==> config.mk <==
export PLATFORM = sky130hd
export DESIGN_NAME = ppx_databuf
export DESIGN_NICKNAME = d
export VERILOG_FILES = /design/src/rtl/ppx_pkg.sv /design/src/rtl/ppx_tx_slot.sv /design/src/rtl/ppx_rx_slot.sv /design/src/rtl/ppx_strobe_seq.sv /design/src/rtl/ppx_databuf.sv
export SDC_FILE = /design/constraint.sdc
export NUM_CORES = 1
export LEC_CHECK = 0
export BUFFER_PORTS_ARGS = -buffer_cell sky130_fd_sc_hd__buf_2
export CAP_MARGIN = 20
export CORE_AREA = 8 8 127 129
export CTS_BUF_LIST = sky130_fd_sc_hd__clkbuf_8 sky130_fd_sc_hd__clkbuf_16
export CTS_CLUSTER_DIAMETER = 200
export CTS_CLUSTER_SIZE = 16
export DETAILED_ROUTE_END_ITERATION = 10
export DIE_AREA = 0 0 135 137
export GPL_TIMING_DRIVEN = 1
export MAX_ROUTING_LAYER = met4
export PLACE_DENSITY = 0.73
export SLEW_MARGIN = 10
export SYNTH_ARGS = -nofsm -noshare
export SYNTH_HDL_FRONTEND = slang
export SYNTH_HIERARCHICAL = 1
export SYNTH_SLANG_ARGS = --single-unit
==> constraint.sdc <==
create_clock -name clk_i -period 5.83 [get_ports clk_i]
set_input_delay 1.166 -clock clk_i [delete_from_list [all_inputs] [get_ports clk_i]]
set_output_delay 1.166 -clock clk_i [all_outputs]
set_load 0.05 [all_outputs]
==> src/rtl/ppx_pkg.sv <==
package ppx_pkg;

  typedef enum logic [1:0] {
    FILL_EMPTY = 2'b00,
    FILL_PART  = 2'b01,
    FILL_FULL  = 2'b11
  } fill_e;

  typedef enum logic [1:0] {
    EXT_IDLE  = 2'b00,
    EXT_LATCH = 2'b01,
    EXT_DATA  = 2'b10
  } ext_state_e;

  // fill code from the occupancy of a two-slot path
  function automatic fill_e fill_code(input logic slot_a, input logic slot_b);
    fill_e code;
    unique case ({slot_a, slot_b})
      2'b00:   code = FILL_EMPTY;
      2'b11:   code = FILL_FULL;
      default: code = FILL_PART;
    endcase
    return code;
  endfunction

endpackage

==> src/rtl/ppx_tx_slot.sv <==
module ppx_tx_slot
  import ppx_pkg::*;
#(
  parameter int DW = 32
) (
  input  logic          clk_i,
  input  logic          rst_ni,
  input  logic          wr_go_i,
  input  logic [DW-1:0] wr_data_i,
  input  logic          take_i,
  output logic          hold_free_o,
  output logic [1:0]    fill_o,
  output logic          sh_valid_o,
  output logic [DW-1:0] sh_data_o
);

  logic          hold_v_q, hold_v_d;
  logic [DW-1:0] hold_q, hold_d;
  logic          sh_v_q, sh_v_d;
  logic [DW-1:0] sh_q, sh_d;
  logic          drain, move;
  fill_e         fill;

  assign drain       = take_i & sh_v_q;
  assign move        = hold_v_q & (~sh_v_q | drain);
  assign hold_free_o = ~hold_v_q | move;

  always_comb begin
    hold_v_d = hold_v_q;
    hold_d   = hold_q;
    sh_v_d   = sh_v_q;
    sh_d     = sh_q;
    if (move) begin
      sh_v_d = 1'b1;
      sh_d   = hold_q;
    end else if (drain) begin
      sh_v_d = 1'b0;
    end
    if (wr_go_i) begin
      hold_v_d = 1'b1;
      hold_d   = wr_data_i;
    end else if (move) begin
      hold_v_d = 1'b0;
    end
  end

  always_ff @(posedge clk_i or negedge rst_ni) begin
    if (!rst_ni) begin
      hold_v_q <= 1'b0;
      hold_q   <= '0;
      sh_v_q   <= 1'b0;
      sh_q     <= '0;
    end else begin
      hold_v_q <= hold_v_d;
      sh_v_q   <= sh_v_d;
      if (wr_go_i) hold_q <= hold_d;
      if (move)    sh_q   <= sh_d;
    end
  end

  assign fill       = fill_code(hold_v_q, sh_v_q);
  assign fill_o     = fill;
  assign sh_valid_o = sh_v_q;
  assign sh_data_o  = sh_q;

  // an occupied shift slot that is not taken keeps its word (overwrite hits only the holding slot)
  p_shift_kept_r6: assert property (@(posedge clk_i) disable iff (!rst_ni)
    (sh_v_q && !take_i) |=> (sh_v_q && $stable(sh_q)));

  // an empty shift slot is refilled from a waiting holding word on the next edge
  p_autoload_r8: assert property (@(posedge clk_i) disable iff (!rst_ni)
    (hold_v_q && !sh_v_q) |=> sh_v_q);

endmodule

==> src/rtl/ppx_rx_slot.sv <==
module ppx_rx_slot
  import ppx_pkg::*;
#(
  parameter int DW = 32
) (
  input  logic          clk_i,
  input  logic          rst_ni,
  input  logic          rd_go_i,
  input  logic          push_i,
  input  logic [DW-1:0] push_data_i,
  output logic          ready_o,
  output logic          hold_valid_o,
  output logic [DW-1:0] rd_data_o,
  output logic [1:0]    fill_o
);

  logic          hold_v_q, hold_v_d;
  logic [DW-1:0] hold_q, hold_d;
  logic          in_v_q, in_v_d;
  logic [DW-1:0] in_q, in_d;
  logic          push_ok, pop, advance;
  fill_e         fill;

  assign ready_o = ~(hold_v_q & in_v_q);
  assign push_ok = push_i & ready_o;
  assign pop     = rd_go_i & hold_v_q;
  assign advance = in_v_q & (~hold_v_q | pop);

  always_comb begin
    hold_v_d = hold_v_q;
    hold_d   = hold_q;
    in_v_d   = in_v_q;
    in_d     = in_q;
    if (advance) begin
      hold_v_d = 1'b1;
      hold_d   = in_q;
    end else if (pop) begin
      hold_v_d = 1'b0;
    end
    if (push_ok) begin
      in_v_d = 1'b1;
      in_d   = push_data_i;
    end else if (advance) begin
      in_v_d = 1'b0;
    end
  end

  always_ff @(posedge clk_i or negedge rst_ni) begin
    if (!rst_ni) begin
      hold_v_q <= 1'b0;
      hold_q   <= '0;
      in_v_q   <= 1'b0;
      in_q     <= '0;
    end else begin
      hold_v_q <= hold_v_d;
      in_v_q   <= in_v_d;
      if (advance) hold_q <= hold_d;
      if (push_ok) in_q   <= in_d;
    end
  end

  assign fill         = fill_code(hold_v_q, in_v_q);
  assign fill_o       = fill;
  assign hold_valid_o = hold_v_q;
  assign rd_data_o    = hold_q;

  // with nothing buffered, the last word stays readable
  p_stale_word_r5: assert property (@(posedge clk_i) disable iff (!rst_ni)
    (!hold_v_q && !in_v_q) |=> $stable(hold_q));

  // a push refused while full leaves the input slot word alone
  p_refused_push_r9: assert property (@(posedge clk_i) disable iff (!rst_ni)
    (push_i && hold_v_q && in_v_q && !rd_go_i) |=> $stable(in_q));

endmodule

==> src/rtl/ppx_strobe_seq.sv <==
module ppx_strobe_seq
  import ppx_pkg::*;
(
  input  logic clk_i,
  input  logic rst_ni,
  input  logic cfg_ale_low_i,
  input  logic start_i,
  input  logic latch_only_i,
  input  logic done_i,
  output logic ale_o,
  output logic busy_o
);

  ext_state_e state_q, state_d;
  logic       only_q, only_d;
  logic       latch_act;

  always_comb begin
    state_d = state_q;
    only_d  = only_q;
    unique case (state_q)
      EXT_IDLE: begin
        if (start_i) begin
          state_d = EXT_LATCH;
          only_d  = latch_only_i;
        end
      end
      EXT_LATCH: state_d = only_q ? EXT_IDLE : EXT_DATA;
      EXT_DATA:  if (done_i) state_d = EXT_IDLE;
      default:   state_d = EXT_IDLE;
    endcase
  end

  always_ff @(posedge clk_i or negedge rst_ni) begin
    if (!rst_ni) begin
      state_q <= EXT_IDLE;
      only_q  <= 1'b0;
    end else begin
      state_q <= state_d;
      only_q  <= only_d;
    end
  end

  assign latch_act = (state_q == EXT_LATCH);
  assign busy_o    = (state_q != EXT_IDLE);
  assign ale_o     = latch_act ^ cfg_ale_low_i;

  p_latch_single_r11: assert property (@(posedge clk_i) disable iff (!rst_ni)
    latch_act |=> !latch_act);

  p_start_busy_r11: assert property (@(posedge clk_i) disable iff (!rst_ni)
    (!busy_o && start_i) |=> (busy_o && latch_act));

  p_pin_level_r10: assert property (@(posedge clk_i) disable iff (!rst_ni)
    (!busy_o) |-> (ale_o == cfg_ale_low_i));

endmodule

==> src/rtl/ppx_databuf.sv <==
module ppx_databuf
  import ppx_pkg::*;
#(
  parameter int DATA_W      = 32,
  parameter int SYNC_STAGES = 2
) (
  input  logic              clk_i,
  input  logic              rst_ni,
  input  logic              cfg_nohang_i,
  input  logic              cfg_ale_low_i,
  input  logic              cfg_stat_tx_i,
  input  logic              acc_dma_i,
  input  logic              wr_en_i,
  input  logic [DATA_W-1:0] wr_data_i,
  input  logic              rd_en_i,
  output logic [DATA_W-1:0] rd_data_o,
  output logic              stall_o,
  output logic [1:0]        fill_stat_o,
  output logic              dma_act_o,
  input  logic              tx_take_i,
  output logic              tx_sh_valid_o,
  output logic [DATA_W-1:0] tx_sh_data_o,
  input  logic              rx_push_i,
  input  logic [DATA_W-1:0] rx_push_data_i,
  output logic              rx_ready_o,
  input  logic              ext_start_i,
  input  logic              ext_latch_only_i,
  input  logic              ext_done_i,
  output logic              ale_o,
  output logic              bus_busy_o
);

  localparam int SYNC_MSB = SYNC_STAGES - 1;

  logic       rst_sync_n;
  logic       tx_hold_free, rx_hold_v;
  logic [1:0] tx_fill, rx_fill;
  logic       stall_wr, stall_rd, stall;
  logic       wr_go, rd_go;
  logic       dma_q, dma_d;

  // reset: asserted asynchronously, released after SYNC_STAGES edges
  generate
    if (SYNC_STAGES <= 1) begin : g_sync_one
      logic sync_q;
      always_ff @(posedge clk_i or negedge rst_ni) begin
        if (!rst_ni) sync_q <= 1'b0;
        else         sync_q <= 1'b1;
      end
      assign rst_sync_n = sync_q;
    end else begin : g_sync_chain
      logic [SYNC_MSB:0] sync_q;
      always_ff @(posedge clk_i or negedge rst_ni) begin
        if (!rst_ni) sync_q <= '0;
        else         sync_q <= {sync_q[SYNC_MSB-1:0], 1'b1};
      end
      assign rst_sync_n = sync_q[SYNC_MSB];
    end
  endgenerate

  // hazard detection: a blocked access freezes the whole port for the cycle
  assign stall_wr = wr_en_i & ~cfg_nohang_i & ~tx_hold_free;
  assign stall_rd = rd_en_i & ~cfg_nohang_i & ~rx_hold_v;
  assign stall    = stall_wr | stall_rd;
  assign wr_go    = wr_en_i & ~stall;
  assign rd_go    = rd_en_i & ~stall;
  assign stall_o  = stall;

  ppx_tx_slot #(.DW(DATA_W)) u_tx (
    .clk_i       (clk_i),
    .rst_ni      (rst_sync_n),
    .wr_go_i     (wr_go),
    .wr_data_i   (wr_data_i),
    .take_i      (tx_take_i),
    .hold_free_o (tx_hold_free),
    .fill_o      (tx_fill),
    .sh_valid_o  (tx_sh_valid_o),
    .sh_data_o   (tx_sh_data_o)
  );

  ppx_rx_slot #(.DW(DATA_W)) u_rx (
    .clk_i        (clk_i),
    .rst_ni       (rst_sync_n),
    .rd_go_i      (rd_go),
    .push_i       (rx_push_i),
    .push_data_i  (rx_push_data_i),
    .ready_o      (rx_ready_o),
    .hold_valid_o (rx_hold_v),
    .rd_data_o    (rd_data_o),
    .fill_o       (rx_fill)
  );

  ppx_strobe_seq u_seq (
    .clk_i         (clk_i),
    .rst_ni        (rst_sync_n),
    .cfg_ale_low_i (cfg_ale_low_i),
    .start_i       (ext_start_i),
    .latch_only_i  (ext_latch_only_i),
    .done_i        (ext_done_i),
    .ale_o         (ale_o),
    .busy_o        (bus_busy_o)
  );

  assign fill_stat_o = cfg_stat_tx_i ? tx_fill : rx_fill;

  always_comb begin
    dma_d = (wr_go | rd_go) & acc_dma_i;
  end

  always_ff @(posedge clk_i or negedge rst_sync_n) begin
    if (!rst_sync_n) dma_q <= 1'b0;
    else             dma_q <= dma_d;
  end

  assign dma_act_o = dma_q;

  p_fill_legal_r2: assert property (@(posedge clk_i) disable iff (!rst_sync_n)
    fill_stat_o != 2'b10);

  p_full_write_stall_r3: assert property (@(posedge clk_i) disable iff (!rst_sync_n)
    (wr_en_i && !cfg_nohang_i && tx_fill == FILL_FULL && !tx_take_i) |-> stall_o);

  p_empty_read_stall_r4: assert property (@(posedge clk_i) disable iff (!rst_sync_n)
    (rd_en_i && !cfg_nohang_i && rx_fill == FILL_EMPTY) |-> stall_o);

  p_nohang_free_r5: assert property (@(posedge clk_i) disable iff (!rst_sync_n)
    cfg_nohang_i |-> !stall_o);

  p_drain_write_r7: assert property (@(posedge clk_i) disable iff (!rst_sync_n)
    (wr_en_i && !rd_en_i && tx_take_i && tx_sh_valid_o) |-> !stall_o);

  p_dma_flag_r12: assert property (@(posedge clk_i) disable iff (!rst_sync_n)
    (wr_en_i && acc_dma_i && !stall_o) |=> dma_act_o);

endmodule

==> impl_results.md <==
- Final ANT Viol Nets: 0
- Placed instance area: 6384 um^2
- Sw Pwr: 1.861 mW
- Synth cell types: 30
- Status: complete, no violations
- RSZ-0062 raised after global routing: false
- Share of post-route cells with drive strength above 1: 66.80%
- Tcrit/Tclk final: between 50% and 60%
- Fmax: 305.6 MHz
- Starting density of the core: 39.06%
- Clock tree buffer depth: 2
- Total GRT Usage: between 10% and 20%
- Cell area after synthesis: 5548 um^2
- Final Util: between 40% and 50%
- Detailed Place HPWL: between 8 and 9 mm
- Power Density: 677.1 nW/um^2
- Sw Share: about two fifths
- Setup Viol. Count Final: 0
- Clock network power share: 26.0%
- Synth Area in Adders: 0%
- Fill cell count: between 1k and 1.5k
- Max Cap Viol: 0
- Crit. End Element: primary output
- Routed WL: 11.59 mm
- Synth Register Bits: 138
- DRT Pass-1 Iters: 4
- Wire per inst: 17.40 um
- DRT iter0 DRCs: 103
- Max VDD drop: 365.1 uV
- Post-synth top area cell: dfrtp_1
- Pin slew with the least headroom to its limit: around 1000 ps
- Slew headroom: between 30% and 40%
- CP startpoint kind: input pin
- Clk root buf: clkbuf_16
- Fin Clk Skew: 5.895 ps
- Critical path class: input pin to primary output
- CTS tree: yes
- Core footprint: about 14000 um^2
- LEAKAGE: around 3.4 nW
- Post-Syn Instances: 314
- I/O pins: between 100 and 150
- # Post-CTS Setup Buffers: 0
- Hold Vio Cnt, Final: 0
- First-pass GRT wire length: 18.63 mm
- Placer Congestion: between 0.7 and 0.8
- Top cell type's share of synthesized area: approximately 62%
- Die height: around 140 um
- Post-CTS Resized: 0
- I/O Buffers: 148
- CP arrival: 2110 ps
- Pins over their slew limit: 0
- Largest family of logic cells by synthesized area: multiplexers
- Hold crit path type: flip-flop to flip-flop
- Design Area, Final: 7076 um^2
- H-tree levels: 4
- Pin count of the biggest net entering global routing: 78
- Vias in the first global route: 3580
- Placed insts: around 630
- Die area: about 18000 um^2
- Gr ovfl total: 0
- DRC: 0
- Mapped Nets: 391
- Comb power frac: 40.8%
- Nets: between 500 and 600
- TritonCTS Sinks: about 140
- Syn_area_per_cell: around 18 um^2
- Row count: between 40 and 50
- Hold buffer count at CTS: 0
- Storage element area: roughly 3500 um^2
- Area delta synth->final: 27.54%
- Worst setup margin: between 2000 and 3000 ps
- CTS clk-pin slew, worst paths: 60 ps
- Worst slack, placed: 2554 ps
- Internal Power: between 2 and 3 mW
- Die X-Extent: 135 um
- Seq/Total Area, Yosys: 62.25%
- Post-synth EDFFs: 0
- Multi-input gate area: 1937 um^2
- Main flop type after synthesis: dfrtp_1
- Synth area leaders: dfrtp_1 (62%), mux2_4 (16%), mux2_2 (14%), buf_12 (1.8%), nand2b_4 (0.74%)
- Post-synthesis async set-or-reset flop share: 100.0%
- Worst Path Max Fanout: 3
- Total vias in the final route: ~3.1k
- TritonCTS Buffers: 17
- Post-synthesis mux area share: between 30% and 40%
- Diodes inserted: 0
- Clk_lat worst skew: 410 ps
- Worst path required time: 4660 ps
- Simple-gate share of the synthesized area: 3.157%
- Synth Warn #: 6
- Final min period: 3273 ps
- Initial antenna violation count: 0
- Synth Area in Compound Gates: less than 1%
- Vias per inst: 4.655
- Fin cells: 666
- Sequential power share: 33.2%
- Setup TNS: 0 ps
- Post-synthesis xor/xnor area fraction: 0.1579%
[per-stage QoR]
step	power (mW)	hold slack [ps]
floorplan	3.151	331.2
global placement	3.515	339.5
detailed placement	3.580	338.8
CTS	4.858	358.7
global route	5.018	375.0
finish	4.791	355.0
[per-layer routing]
metal  global-route usage [%]  wire (um)  up-vias  part of all wire, %
li1                         -          -     1404                    -
met5                        -          0        -                    0
met1                    15.99       5048     1583                   44
met2                    20.68       5652       97                   49
met3                    4.552        713       16                  6.2
met4                    5.182        174        0                  1.5
[power groups by stage]
| stage | Sequential (mW) | Combinational [mW] | Clock [mW] |
|---|---|---|---|
| 6_report | 1.59 | 1.95 | 1.24 |
| 5_1_grt | 1.65 | 2.06 | 1.32 |
| 4_1_cts | 1.60 | 1.99 | 1.28 |
| 3_5_place_dp | 1.60 | 1.98 | 0 |
| 3_3_place_gp | 1.57 | 1.94 | 0 |
| 2_1_floorplan | 2.33 | 0.820 | 0 |
[registers in the layout (all words and copies together) (netlist names)]
| register | cells |
|---|---|
| g_sync_chain.sync_q | 2 |
| u_rx/in_v_q | 1 |
| u_seq/state_q | 2 |
| u_rx/hold_valid_o | 1 |
| u_seq/only_q | 1 |
| u_tx/hold_q | 32 |
| u_tx/sh_valid_o | 1 |
| dma_act_o | 1 |
| u_rx/rd_data_o | 32 |
| u_rx/in_q | 32 |
| u_tx/hold_v_q | 1 |
| u_tx/sh_data_o | 32 |
[synthesized netlist by cell type (2+ instances only)]
cell type and count:
mux2_4 59, mux2_2 70, a21oi_1 2, buf_12 5
mux2_1 2, nand2b_4 3, nand2b_1 5, nor2b_1 2
dfrtp_1 138, or2_2 2, buf_2 7
[placed cells by master, fill, tap and decap left out, types with 3 or more instances in the layout]
master       n
mux2_2      70
dfrtp_1    137
bufinv_16    7
inv_1        4
mux2_4      59
clkinv_4     3
clkbuf_16   17
buf_2      148
nand2b_1     5
nand2b_4     3
[worst max-delay path, cell delays in order]
cell	delay, ps
buf_2	110
nand2b_2	190
nand2b_4	160
a21oi_4	180
buf_2	290
[cell families (layout without fill, tap and decap cells)]
kind of cell | Yosys count | after routing
buffers and inverters | 15 | 183
AOI/OAI and AO/OA | 6 | 6
xor gates and xnor gates | 1 | 1
muxes | 131 | 131
DFF | 138 | 138
other | 1 | 1
and+or+nand+nor | 22 | 22
[final timing paths]
check                                          to  slack, ps  cells past startpoint                    from
min in group asynchronous         u_tx/hold_q[13]        390                      0  g_sync_chain.sync_q[1]
max in group asynchronous        u_seq/state_q[0]       4000                      1  g_sync_chain.sync_q[1]
min                        g_sync_chain.sync_q[1]        360                      0  g_sync_chain.sync_q[0]
max reg2reg                    u_rx/rd_data_o[16]       3600                      9         u_tx/sh_valid_o
min reg2reg                g_sync_chain.sync_q[1]        360                      0  g_sync_chain.sync_q[0]
max                                       stall_o       2560                      5               tx_take_i
[layout make-up]
type,instances,area share (%)
Sequential cell,138,48.86
Multi-Input combinational cell,161,27.37
Timing Repair Buffer,150,10.68
Clock buffer,18,6.207
Clock inverter,14,3.572
Tap cell,184,3.254
Inverter,1,0.05305
No activity file was read; power rests on OpenSTA's default activity.
